<file path="src/rtl/ch6_spi_pkg.sv">
package ch6_spi_pkg;
    localparam int NCH        = 6;
    localparam int CODE_W     = 2;
    localparam int CODES_W    = NCH * CODE_W;
    localparam int DIAG_W     = CODES_W + 2;
    localparam int FRAME_BITS = 16;
    localparam int CNT_W      = $clog2(FRAME_BITS + 2);
    localparam int CNT_MAX    = FRAME_BITS + 1;
    localparam int BYTE_BITS  = 8;

    localparam logic [1:0]        ADDR_TAG = 2'b10;
    localparam logic [CODE_W-1:0] CODE_OK  = '1;

    typedef enum logic [1:0] {
        ST_IDLE,
        ST_ADDR,
        ST_CLAIM,
        ST_REJECT
    } frm_st_e;

    typedef enum logic [3:0] {
        CMD_RD_DIAG = 4'b0000,
        CMD_RD_SCTL = 4'b0101,
        CMD_WR_SCTL = 4'b0110,
        CMD_RD_MUX  = 4'b1001,
        CMD_WR_MUX  = 4'b1010
    } cmd_e;

    typedef struct packed {
        frm_st_e              st;
        logic [CNT_W-1:0]     cnt;
        logic [BYTE_BITS-1:0] rx;
        cmd_e                 cmd;
        logic [DIAG_W-1:0]    snap;
        logic                 cs_prev;
        logic                 sck_prev;
    } frm_t;

    typedef struct packed {
        logic [NCH-1:0] sctl;
        logic [NCH-1:0] mux;
    } regs_t;

    typedef struct packed {
        logic [CODES_W-1:0] code;
        logic               ot;
    } flt_t;
endpackage

</file>
<file path="src/rtl/ch6_spi_sync.sv">
module ch6_spi_sync #(
    parameter int             W       = 3,
    parameter int             STAGES  = 2,
    parameter logic [W-1:0]   RST_VAL = '0
) (
    input  logic         clk,
    input  logic         rst_n,
    input  logic [W-1:0] d,
    output logic [W-1:0] q
);
    logic [W-1:0] stg_d [STAGES];
    logic [W-1:0] stg_q [STAGES];

    always_comb begin
        stg_d[0] = d;
        for (int i = 1; i < STAGES; i++) begin
            stg_d[i] = stg_q[i-1];
        end
    end

    generate
        for (genvar g = 0; g < STAGES; g++) begin : g_stage
            always_ff @(posedge clk or negedge rst_n) begin
                if (!rst_n) stg_q[g] <= RST_VAL;
                else        stg_q[g] <= stg_d[g];
            end
        end
    endgenerate

    assign q = stg_q[STAGES-1];
endmodule

</file>
<file path="src/rtl/ch6_spi_fault.sv">
module ch6_spi_fault
    import ch6_spi_pkg::*;
(
    input  logic               clk,
    input  logic               rst_n,
    input  logic [CODES_W-1:0] live_code,
    input  logic               live_ot,
    input  logic               clr,
    output logic [CODES_W-1:0] held_code,
    output logic               held_ot,
    output logic               any_flt
);
    flt_t flt_d, flt_q;
    logic [NCH-1:0] ch_bad;

    always_comb begin
        flt_d = flt_q;
        for (int c = 0; c < NCH; c++) begin
            if (clr || flt_q.code[c*CODE_W +: CODE_W] == CODE_OK) begin
                flt_d.code[c*CODE_W +: CODE_W] = live_code[c*CODE_W +: CODE_W];
            end
        end
        flt_d.ot = clr ? live_ot : (flt_q.ot | live_ot);
    end

    always_ff @(posedge clk or negedge rst_n) begin
        if (!rst_n) begin
            flt_q.code <= {NCH{CODE_OK}};
            flt_q.ot   <= 1'b0;
        end else begin
            flt_q <= flt_d;
        end
    end

    generate
        for (genvar g = 0; g < NCH; g++) begin : g_bad
            assign ch_bad[g] = (flt_q.code[g*CODE_W +: CODE_W] != CODE_OK);
        end
    endgenerate

    assign held_code = flt_q.code;
    assign held_ot   = flt_q.ot;
    assign any_flt   = (|ch_bad) | flt_q.ot;
endmodule

</file>
<file path="src/rtl/ch6_spi_frame.sv">
module ch6_spi_frame
    import ch6_spi_pkg::*;
(
    input  logic              clk,
    input  logic              rst_n,
    input  logic              sck_s,
    input  logic              cs_n_s,
    input  logic              si_s,
    input  logic [DIAG_W-1:0] diag_in,
    input  logic [NCH-1:0]    sctl,
    input  logic [NCH-1:0]    mux,
    output logic              so_bit,
    output logic              so_drv,
    output logic              wr_sctl,
    output logic              wr_mux,
    output logic              diag_clr,
    output logic              frm_end,
    output logic [NCH-1:0]    wr_data,
    output logic [CNT_W-1:0]  bit_cnt
);
    frm_t frm_d, frm_q;
    logic cs_act, sck_rise;
    logic [3:0] idx;
    logic [15:0] snap_ext;
    logic [BYTE_BITS-1:0] sctl_byte, mux_byte;

    assign cs_act    = ~cs_n_s;
    assign sck_rise  = sck_s & ~frm_q.sck_prev;
    assign snap_ext  = {{(16-DIAG_W){1'b0}}, frm_q.snap};
    assign sctl_byte = {sctl, 2'b11};
    assign mux_byte  = {mux, 2'b00};

    always_comb begin
        frm_d          = frm_q;
        frm_d.cs_prev  = cs_act;
        frm_d.sck_prev = sck_s;
        wr_sctl        = 1'b0;
        wr_mux         = 1'b0;
        diag_clr       = 1'b0;
        frm_end        = 1'b0;
        if (!cs_act) begin
            if (frm_q.cs_prev) begin
                frm_end = 1'b1;
                if (frm_q.st == ST_CLAIM && frm_q.cnt == CNT_W'(FRAME_BITS)) begin
                    case (frm_q.cmd)
                        CMD_WR_SCTL: wr_sctl  = 1'b1;
                        CMD_WR_MUX:  wr_mux   = 1'b1;
                        CMD_RD_DIAG: diag_clr = 1'b1;
                        default:     ;
                    endcase
                end
            end
            frm_d.st  = ST_IDLE;
            frm_d.cnt = '0;
        end else if (!frm_q.cs_prev) begin
            frm_d.st  = ST_ADDR;
            frm_d.cnt = '0;
            frm_d.rx  = '0;
        end else if (sck_rise && (frm_q.st == ST_ADDR || frm_q.st == ST_CLAIM)) begin
            frm_d.rx = {frm_q.rx[BYTE_BITS-2:0], si_s};
            if (frm_q.cnt < CNT_W'(CNT_MAX)) begin
                frm_d.cnt = frm_q.cnt + 1'b1;
            end
            if (frm_q.st == ST_ADDR && frm_q.cnt == CNT_W'(1)) begin
                if ({frm_q.rx[0], si_s} == ADDR_TAG) begin
                    frm_d.st   = ST_CLAIM;
                    frm_d.snap = diag_in;
                end else begin
                    frm_d.st = ST_REJECT;
                end
            end
            if (frm_q.cnt == CNT_W'(BYTE_BITS - 1)) begin
                frm_d.cmd = cmd_e'(frm_q.rx[4:1]);
            end
        end
    end

    always_comb begin
        idx    = 4'(5'd15 - 5'(frm_q.cnt));
        so_bit = 1'b0;
        if (frm_q.cnt >= CNT_W'(2) && frm_q.cnt < CNT_W'(FRAME_BITS)) begin
            if (frm_q.cnt >= CNT_W'(BYTE_BITS) && frm_q.cmd == CMD_RD_SCTL) begin
                so_bit = sctl_byte[idx[2:0]];
            end else if (frm_q.cnt >= CNT_W'(BYTE_BITS) && frm_q.cmd == CMD_RD_MUX) begin
                so_bit = mux_byte[idx[2:0]];
            end else begin
                so_bit = snap_ext[idx];
            end
        end
    end

    always_ff @(posedge clk or negedge rst_n) begin
        if (!rst_n) begin
            frm_q.st       <= ST_IDLE;
            frm_q.cnt      <= '0;
            frm_q.rx       <= '0;
            frm_q.cmd      <= CMD_RD_DIAG;
            frm_q.snap     <= '0;
            frm_q.cs_prev  <= 1'b0;
            frm_q.sck_prev <= 1'b0;
        end else begin
            frm_q <= frm_d;
        end
    end

    assign so_drv  = (frm_q.st == ST_CLAIM);
    assign wr_data = frm_q.rx[BYTE_BITS-1:BYTE_BITS-NCH];
    assign bit_cnt = frm_q.cnt;
endmodule

</file>
<file path="src/rtl/ch6_spi_regs.sv">
module ch6_spi_regs
    import ch6_spi_pkg::*;
(
    input  logic           clk,
    input  logic           rst_n,
    input  logic           wr_sctl,
    input  logic           wr_mux,
    input  logic [NCH-1:0] wr_data,
    input  logic [NCH-1:0] par_in,
    output logic [NCH-1:0] sctl,
    output logic [NCH-1:0] mux,
    output logic [NCH-1:0] ch_en
);
    regs_t regs_d, regs_q;

    always_comb begin
        regs_d = regs_q;
        if (wr_sctl) regs_d.sctl = wr_data;
        if (wr_mux)  regs_d.mux  = wr_data;
    end

    always_ff @(posedge clk or negedge rst_n) begin
        if (!rst_n) begin
            regs_q.sctl <= '1;
            regs_q.mux  <= '0;
        end else begin
            regs_q <= regs_d;
        end
    end

    generate
        for (genvar g = 0; g < NCH; g++) begin : g_sel
            assign ch_en[g] = regs_q.mux[g] ? par_in[g] : ~regs_q.sctl[g];
        end
    endgenerate

    assign sctl = regs_q.sctl;
    assign mux  = regs_q.mux;
endmodule

</file>
<file path="src/rtl/ch6_spi_ctrl.sv">
module ch6_spi_ctrl
    import ch6_spi_pkg::*;
#(
    parameter int SYNC_STAGES = 2
) (
    input  logic               clk,
    input  logic               rst_n,
    input  logic               spi_sck,
    input  logic               spi_cs_n,
    input  logic               spi_si,
    output logic               spi_so,
    output logic               spi_so_oe,
    input  logic [NCH-1:0]     par_in,
    input  logic [CODES_W-1:0] flt_code,
    input  logic               ot_in,
    output logic [NCH-1:0]     ch_en
);
    logic [2:0]         pins_s;
    logic               so_bit, so_drv;
    logic               wr_sctl, wr_mux, diag_clr, frm_end;
    logic [NCH-1:0]     wr_data, sctl_q, mux_q;
    logic [CNT_W-1:0]   frm_cnt;
    logic [CODES_W-1:0] held_code;
    logic               held_ot, any_flt;

    ch6_spi_sync #(
        .W       (3),
        .STAGES  (SYNC_STAGES),
        .RST_VAL (3'b100)
    ) u_sync (
        .clk   (clk),
        .rst_n (rst_n),
        .d     ({spi_cs_n, spi_sck, spi_si}),
        .q     (pins_s)
    );

    ch6_spi_fault u_fault (
        .clk       (clk),
        .rst_n     (rst_n),
        .live_code (flt_code),
        .live_ot   (ot_in),
        .clr       (diag_clr),
        .held_code (held_code),
        .held_ot   (held_ot),
        .any_flt   (any_flt)
    );

    ch6_spi_frame u_frame (
        .clk      (clk),
        .rst_n    (rst_n),
        .sck_s    (pins_s[1]),
        .cs_n_s   (pins_s[2]),
        .si_s     (pins_s[0]),
        .diag_in  ({any_flt, held_ot, held_code}),
        .sctl     (sctl_q),
        .mux      (mux_q),
        .so_bit   (so_bit),
        .so_drv   (so_drv),
        .wr_sctl  (wr_sctl),
        .wr_mux   (wr_mux),
        .diag_clr (diag_clr),
        .frm_end  (frm_end),
        .wr_data  (wr_data),
        .bit_cnt  (frm_cnt)
    );

    ch6_spi_regs u_regs (
        .clk     (clk),
        .rst_n   (rst_n),
        .wr_sctl (wr_sctl),
        .wr_mux  (wr_mux),
        .wr_data (wr_data),
        .par_in  (par_in),
        .sctl    (sctl_q),
        .mux     (mux_q),
        .ch_en   (ch_en)
    );

    assign spi_so_oe = so_drv & rst_n;
    assign spi_so    = so_bit & spi_so_oe;
endmodule

</file>
<file path="config.mk">
export PLATFORM = sky130hd
export DESIGN_NAME = ch6_spi_ctrl
export DESIGN_NICKNAME = d
export VERILOG_FILES = /design/src/rtl/ch6_spi_pkg.sv /design/src/rtl/ch6_spi_sync.sv /design/src/rtl/ch6_spi_fault.sv /design/src/rtl/ch6_spi_frame.sv /design/src/rtl/ch6_spi_regs.sv /design/src/rtl/ch6_spi_ctrl.sv
export SDC_FILE = /design/constraint.sdc
export NUM_CORES = 1
export LEC_CHECK = 0
export BUFFER_PORTS_ARGS = -buffer_cell sky130_fd_sc_hd__buf_2
export CORE_UTILIZATION = 45
export CTS_CLUSTER_DIAMETER = 200
export DETAILED_ROUTE_END_ITERATION = 10
export PLACE_DENSITY = 0.71
export SKIP_LAST_GASP = 1
export SLEW_MARGIN = 20
export SYNTH_ARGS = -nofsm -noshare
export SYNTH_HDL_FRONTEND = slang
export SYNTH_SLANG_ARGS = --single-unit
</file>
<file path="constraint.sdc">
create_clock -name clk -period 4.9 [get_ports clk]
set_input_delay 0.98 -clock clk [delete_from_list [all_inputs] [get_ports clk]]
set_output_delay 0.98 -clock clk [all_outputs]
set_load 0.02 [all_outputs]
</file>
==> impl_results.md, run 1 <==
* Outcome: complete, but fails checks
* Failing checks: DRC
* Crit path max-delay family: flip-flops
* Post-Place Cells at 339
* Critical Path RT at 3920 ps
* Largest net degree at the start of global routing at 67
* Maxcap violations at 0
* # setup viols final at 0
* DRC Markers at 7
* Peak VDD IR at 0.000136 V
* Remaining antenna violation count after routing at 0
* Vias in the first global route at 1851
* Critical Path Source Type: register
* Final Util at 0.537
* WS Path Type: register to output port
* Critical path fanouts, max at 15
* Clock sink count at 66
* Switching Fraction at 0.207
* H-tree levels at 3
* Max Clk Rate at 318 MHz
* Post-CTS sizing at 0
* GR Util met2 at 0.274
* First-pass GRT wire length at 9.38 mm
* Count of cell types in the netlist at 45
* Initial Util at 0.470
* Commonest non-fill, non-tap cells in the layout: dfrtp_1, mux2_2, buf_2
* Layout cells sized above 1 at 0.391
* FF+latch area at 1680 µm²
* Post-Syn Instances at 240
* Drt first-iter violations at 95
* Crit. End Element: output port
* Fillers at 552
* Met1 usage at 0.228
* RSZ-0062 raised after global routing: false
* Vias per cell at 5.59
* Ranking of synthesized cells by area: dfrtp_1, dfstp_2, mux2_2, o22a_1, nor2_1
* TritonCTS Buffers at 9
* Rows at 29
* Hold Vio Cnt, Final at 0
* GR Util met3 at 0.0504
* Buf/Inv on CP at 1
* Clock power frac at 0.439
* Sequential element share of the synthesized area at 0.555
* Drt total wl at 5.77 mm
* Wirelength per Cell at 16.2 µm
* Hold-fix buffers, CTS at 0
* Via count at 1991
* Net Count, Synth at 269
* Tot GR Track Use at 0.177
* Io pins at 32
* Core Area at 6420 µm²
* Final setup TNS at 0 ps
* TritonRoute pass-1 iters at 7
* Width of the die at 83.9 µm
* CTS root buffer: clkbuf_8
* Most used flip-flop cell after synthesis: dfrtp_1
* Max stage delay on crit path at 680 ps
* Worst EP arrival at 2170 ps
* Post-synth EDFFs at 0
* Hold Crit Class: register to register
* Int Power at 0.824 mW
* Initial antenna violation count at 0
* Slowest-stage cell, CP: dfrtp_1
* Post-Syn Area at 3020 µm²
* Layout area overhead at 14.3%
* NetSw at 0.216 mW
* Full die area at 7040 µm²
* PwrDens at 302 nW/µm²
* Multi-input gate area at 1270 µm²
* Final weighted congestion in routability-driven placement at 0.830
* Slew @ Worst Pin at 818 ps
* Clock tree buffer depth at 2
* Die Ht at 83.9 µm
* Comb pwr share at 0.028
* Clock Pin Slew Worst Setup and Hold Paths at 60 ps
* Slew Limit Fails at 0
* Leading cell type in the layout, fill and taps excluded: dfrtp_1
* PortBufs at 31
* Skew-Pair Late Insertion Delay at 340 ps
* Antenna Diode Count at 0
* Synthesis Warnings at 0
* Non-filler cells in the finished layout at 356
* Worst path cell trace: or3b_2 -> o32a_1 -> o211ai_1 -> o2111a_1 -> buf_2
* Peak-usage layer in the global routing report: met2
* Final net count at 303
* Synthesized flop and latch total at 66
* Final cycle utilization of the critical path at 0.642
* Total leakage power at 1.48 nW
* Synth Area per Inst at 12.6 µm²
* Top cell type by total area after synthesis: dfrtp_1
* Seq pwr share at 0.533
* HPWL after DPL at 3.97 mm
* Global route overflow at 0
* Clock Skews at 6.43 ps
* Post-synth top area share at 0.381
* Slew Limit Headroom at 0.455
* Tmin final at 3150 ps
* CTS tree: done
* Reg2Reg Setup Slack at 2220 ps
* Setup Fix Bufs, Post-CTS at 0
* Ys async rst share at 1.00
-- cells in the mapped netlist (5+ instances only) --
library cell / count
dfrtp_1: 46
mux2_2: 34
dfstp_2: 20
nor2_1: 19
o22a_1: 12
nand2_1: 11
inv_1: 10
a22o_1: 8
clkbuf_1: 8
o21ai_0: 8
nand2b_1: 6
nand4_1: 6
a21oi_1: 5
ha_1: 5
mux2i_1: 5
-- worst reg2reg max path, stage by stage (launching register included) --
cell and delay (ps):
dfrtp_1 580, or4_4 660, or4_4 580, nor3b_4 380, mux2_2 380
-- layer usage --
metal	share of wire	vias up	wire (µm)
li1	-	951	-
met1	0.47	998	2700
met4	0.021	0	121
met5	0	-	0
met3	0.034	11	196
met2	0.48	31	2750
-- cell type report --
cell class | instances | share of cell area
Clock buffer | 14 | 0.0472
Clock inverter | 2 | 0.0102
Tap cell | 77 | 0.0279
Inverter | 10 | 0.0109
Sequential cell | 66 | 0.486
Timing Repair Buffer | 33 | 0.0504
Multi-Input combinational cell | 154 | 0.367
-- flip-flops by register name, indices dropped and copies added, names as in the netlist --
| signal | count |
|---|---|
| u_regs.sctl | 6 |
| u_frame.bit_cnt | 5 |
| u_fault.held_code | 12 |
| u_frame.frm_q | 24 |
| u_regs.mux | 6 |
| u_sync.q | 3 |
| u_sync.stg_d | 3 |
| u_fault.held_ot | 1 |
| u_frame.wr_data | 6 |
-- power by group through the flow --
stage               clock, mW  combinational [mW]  sequential (mW)
detailed placement          0              0.0303            0.564
floorplan                   0             0.00878            0.562
CTS                     0.469              0.0306            0.554
global placement            0              0.0298            0.563
finish                  0.457              0.0295            0.554
global route            0.495              0.0337            0.554
-- path summary, 6_finish.rpt --
check / start / end / cells after the start
min: u_sync.stg_d[1]$_DFF_PN0_ / u_sync.q[1]$_DFF_PN0_ / 0
min reg2reg: u_sync.stg_d[1]$_DFF_PN0_ / u_sync.q[1]$_DFF_PN0_ / 0
min in group asynchronous: rst_n / u_frame.frm_q[11]$_DFFE_PN0P_ / 2
max in group asynchronous: rst_n / u_regs.mux[1]$_DFFE_PN0P_ / 2
max reg2reg: u_frame.bit_cnt[0]$_DFFE_PN0P_ / u_regs.mux[4]$_DFFE_PN0P_ / 4
max: u_frame.bit_cnt[1]$_DFFE_PN0P_ / spi_so / 5
-- stage by stage --
step           power (mW)  worst slack (ps)  area, µm²  hold slack [ps]
2_1_floorplan       0.571              2220       3020              331
3_3_place_gp        0.593              2110       3240              335
3_5_place_dp        0.594              2090       3240              341
4_1_cts              1.05              1710       3440              356
5_1_grt              1.08              1600       3450              357
6_report             1.04              1750       3450              353
-- cell families after synthesis --
group           share of synthesized area
flops                               0.555
simple gates                        0.115
compound gates                      0.111
mux                                 0.158
buf+inv                            0.0278
fa+ha+maj                          0.0207
xor+xnor                           0.0116
Power figures use the tool's default switching activity.
==> inputs of run 2 (changes only) <==
- PLACE_DENSITY: 0.71 -> 0.73
- clock period: 4.9 -> 2.8 ns (I/O delays scaled with it)
==> impl_results.md, run 2 (synthesized netlist as in run 1, its figures left out) <==
* PwrDens at 518 nW/µm² (+72%)
* Hold Vio Cnt, Final at 0 (unchanged)
* Hold Crit Class: input pin to register
* Clock Pin Slew Worst Setup and Hold Paths at 70 ps (about the same)
* Remaining antenna violation count after routing at 0 (unchanged)
* Drt first-iter violations at 132 (+39%)
* Clock power frac at 0.434 (-0.005)
* Die Ht at 83.9 µm (unchanged)
* Global route overflow at 0 (unchanged)
* Clock tree buffer depth at 2 (unchanged)
* Comb pwr share at 0.030 (+0.002)
* Critical path fanouts, max at 14 (-1)
* Clock sink count at 66 (unchanged)
* Switching Fraction at 0.215 (+0.00757)
* Core Area at 6420 µm² (unchanged)
* HPWL after DPL at 4.12 mm (+3.9%)
* PortBufs at 31 (unchanged)
* Int Power at 1.42 mW (+72%)
* Hold-critical path depth at 1 (+1)
* Largest register FFs at 24 (unchanged)
* Hold Startpoint: spi_cs_n
* Non-filler cells in the finished layout at 362 (+1.7%)
* Critical Path RT at 2240 ps (-1680 ps)
* Post-Place Cells at 346 (+2.1%)
* Post-CTS sizing at 0 (unchanged)
* Antenna Diode Count at 0 (unchanged)
* Final cycle utilization of the critical path at 0.941
* Hold EP: u_sync.stg_d[2]$_DFF_PN1_
* Top reg by flops: u_frame.frm_q
* Layout area overhead at 15.3%
* H-tree levels at 3 (unchanged)
* Wirelength per Cell at 16.2 µm (-0.29%)
* Commonest non-fill, non-tap cells in the layout: dfrtp_1, mux2_2, buf_2
* DP Area at 3290 µm² (+1.6%)
* Final weighted congestion in routability-driven placement at 0.813 (-2.0%)
* Largest net degree at the start of global routing at 67 (unchanged)
* Reg2reg start: u_frame.bit_cnt[0]$_DFFE_PN0P_
* Layout cells sized above 1 at 0.404 (+0.0128)
* Critical Path Source Type: register
* Slew @ Worst Pin at 814 ps (-3.71 ps)
* Final setup TNS at 0 ps (unchanged)
* Slew Limit Headroom at 0.457 (+0.00248)
* Skew-Pair Late Insertion Delay at 350 ps (about the same)
* Hold-fix buffers, CTS at 0 (unchanged)
* Slew Limit Fails at 0 (unchanged)
* Final instance area at 3480 µm² (+0.94%)
* Maxcap violations at 0 (unchanged)
* DRC Markers at 4 (-3)
* Clock Skews at 6.21 ps (-0.220 ps)
* Io pins at 32 (unchanged)
* Tmin final at 2630 ps
* Final net count at 309 (+2.0%)
* Vias in the first global route at 2093 (+13%)
* Final Util at 0.542 (+0.00507)
* TritonRoute pass-1 iters at 8 (+1)
* Slowest-stage cell, CP: or3b_2
* Worst path cell trace: buf_4 -> or3b_2 -> o32a_1 -> o211ai_1 -> o2111a_1 -> buf_2
* RR Endpoint: u_regs.mux[3]$_DFFE_PN0P_
* WS Path Type: register to output port
* Vias per cell at 5.57 (-0.32%)
* Max stage delay on crit path at 460 ps (-220 ps)
* Failing checks: DRC
* First-pass GRT wire length at 9.96 mm (+6.1%)
* Total leakage power at 1.51 nW (+1.9%)
* Drt total wl at 5.85 mm (+1.4%)
* Fin worst setup slack at 167 ps (-1590 ps)
* Via count at 2018 (+1.4%)
* Seq pwr share at 0.536 (+0.003)
* RSZ-0062 raised after global routing: false
* Peak VDD IR at 0.000258 V (+90%)
* Crit. End Element: output port
* Worst Reg-to-Reg Cells at 4 (unchanged)
* Initial antenna violation count at 0 (unchanged)
* Tot GR Track Use at 0.186 (+0.00919)
* # setup viols final at 0 (unchanged)
* Worst EP arrival at 2070 ps (-100 ps)
* CTS root buffer: clkbuf_8
* Width of the die at 83.9 µm (unchanged)
* Outcome: complete, but fails checks
* Max Clk Rate at 380 MHz
* TritonCTS Buffers at 9 (unchanged)
* CTS tree: done
* Full die area at 7040 µm² (unchanged)
* Pre-CTS WS at 411 ps (-1680 ps)
* Reg2Reg Setup Slack at 420 ps (-1800 ps)
* Initial Util at 0.470 (unchanged)
* Rows at 29 (unchanged)
* Setup Fix Bufs, Post-CTS at 0 (unchanged)
* NetSw at 0.388 mW (+80%)
* Leading cell type in the layout, fill and taps excluded: dfrtp_1
-- run 2: changes by cell type in the layout (fill, tap and decap cells not counted) --
cell | previous run | this run
buf_4 | 1 | 8
buf_6 | 1 | 0
clkbuf_8 | 11 | 10
clkinv_2 | 1 | 2
-- run 2: worst max-delay path: cells and delay by family (launching register included) --
kind	cells	cell delay, ps
AOI/OAI and AO/OA	3	510
and+or+nand+nor	1	460
buffers and inverters	2	400
DFF	1	370
-- run 2: stage by stage --
step,power (mW),hold WS (ps)
3_3_place_gp,1.04,334
5_1_grt,1.87,291
3_5_place_dp,1.04,335
2_1_floorplan,0.999,264
4_1_cts,1.82,294
6_report,1.81,308
-- run 2: power by group through the flow --
| stage | clock network [mW] | registers, mW | logic, mW |
|---|---|---|---|
| after detailed placement | 0 | 0.985 | 0.0547 |
| after global placement | 0 | 0.984 | 0.0536 |
| final | 0.784 | 0.968 | 0.0533 |
| after floorplan | 0 | 0.984 | 0.0154 |
| after global routing | 0.841 | 0.968 | 0.0611 |
| after CTS | 0.802 | 0.968 | 0.0549 |
-- run 2: worst max-delay path by stage --
stage | startpoint | to | slack [ps]
after global routing | u_frame.bit_cnt[1]$_DFFE_PN0P_ | spi_so | 90
final | u_frame.bit_cnt[1]$_DFFE_PN0P_ | spi_so | 170
after CTS | u_frame.bit_cnt[1]$_DFFE_PN0P_ | spi_so | 120
after floorplan | u_frame.frm_q[33]$_DFFE_PN0P_ | u_frame.frm_q[10]$_DFFE_PN0P_ | 350
after detailed placement | u_frame.bit_cnt[0]$_DFFE_PN0P_ | u_regs.mux[3]$_DFFE_PN0P_ | 410
after global placement | u_frame.bit_cnt[0]$_DFFE_PN0P_ | u_regs.mux[4]$_DFFE_PN0P_ | 450
-- run 2: final cells by class --
cell class | count | area [µm²]
clock buffers | 13 | 149
clock inverters | 3 | 40.0
fillers | 538 | 2940
inverters | 10 | 37.5
multi-input cells | 154 | 1270
flip-flops and latches | 66 | 1680
well taps | 77 | 96.3
repair buffers | 39 | 215
-- run 2: metal layers --
layer	vias up	part of all wire	GRT usage
met5	-	0	0
met4	0	0.021	0.0893
met3	9	0.038	0.0495
met2	46	0.48	0.297
met1	1004	0.46	0.237
li1	959	-	-
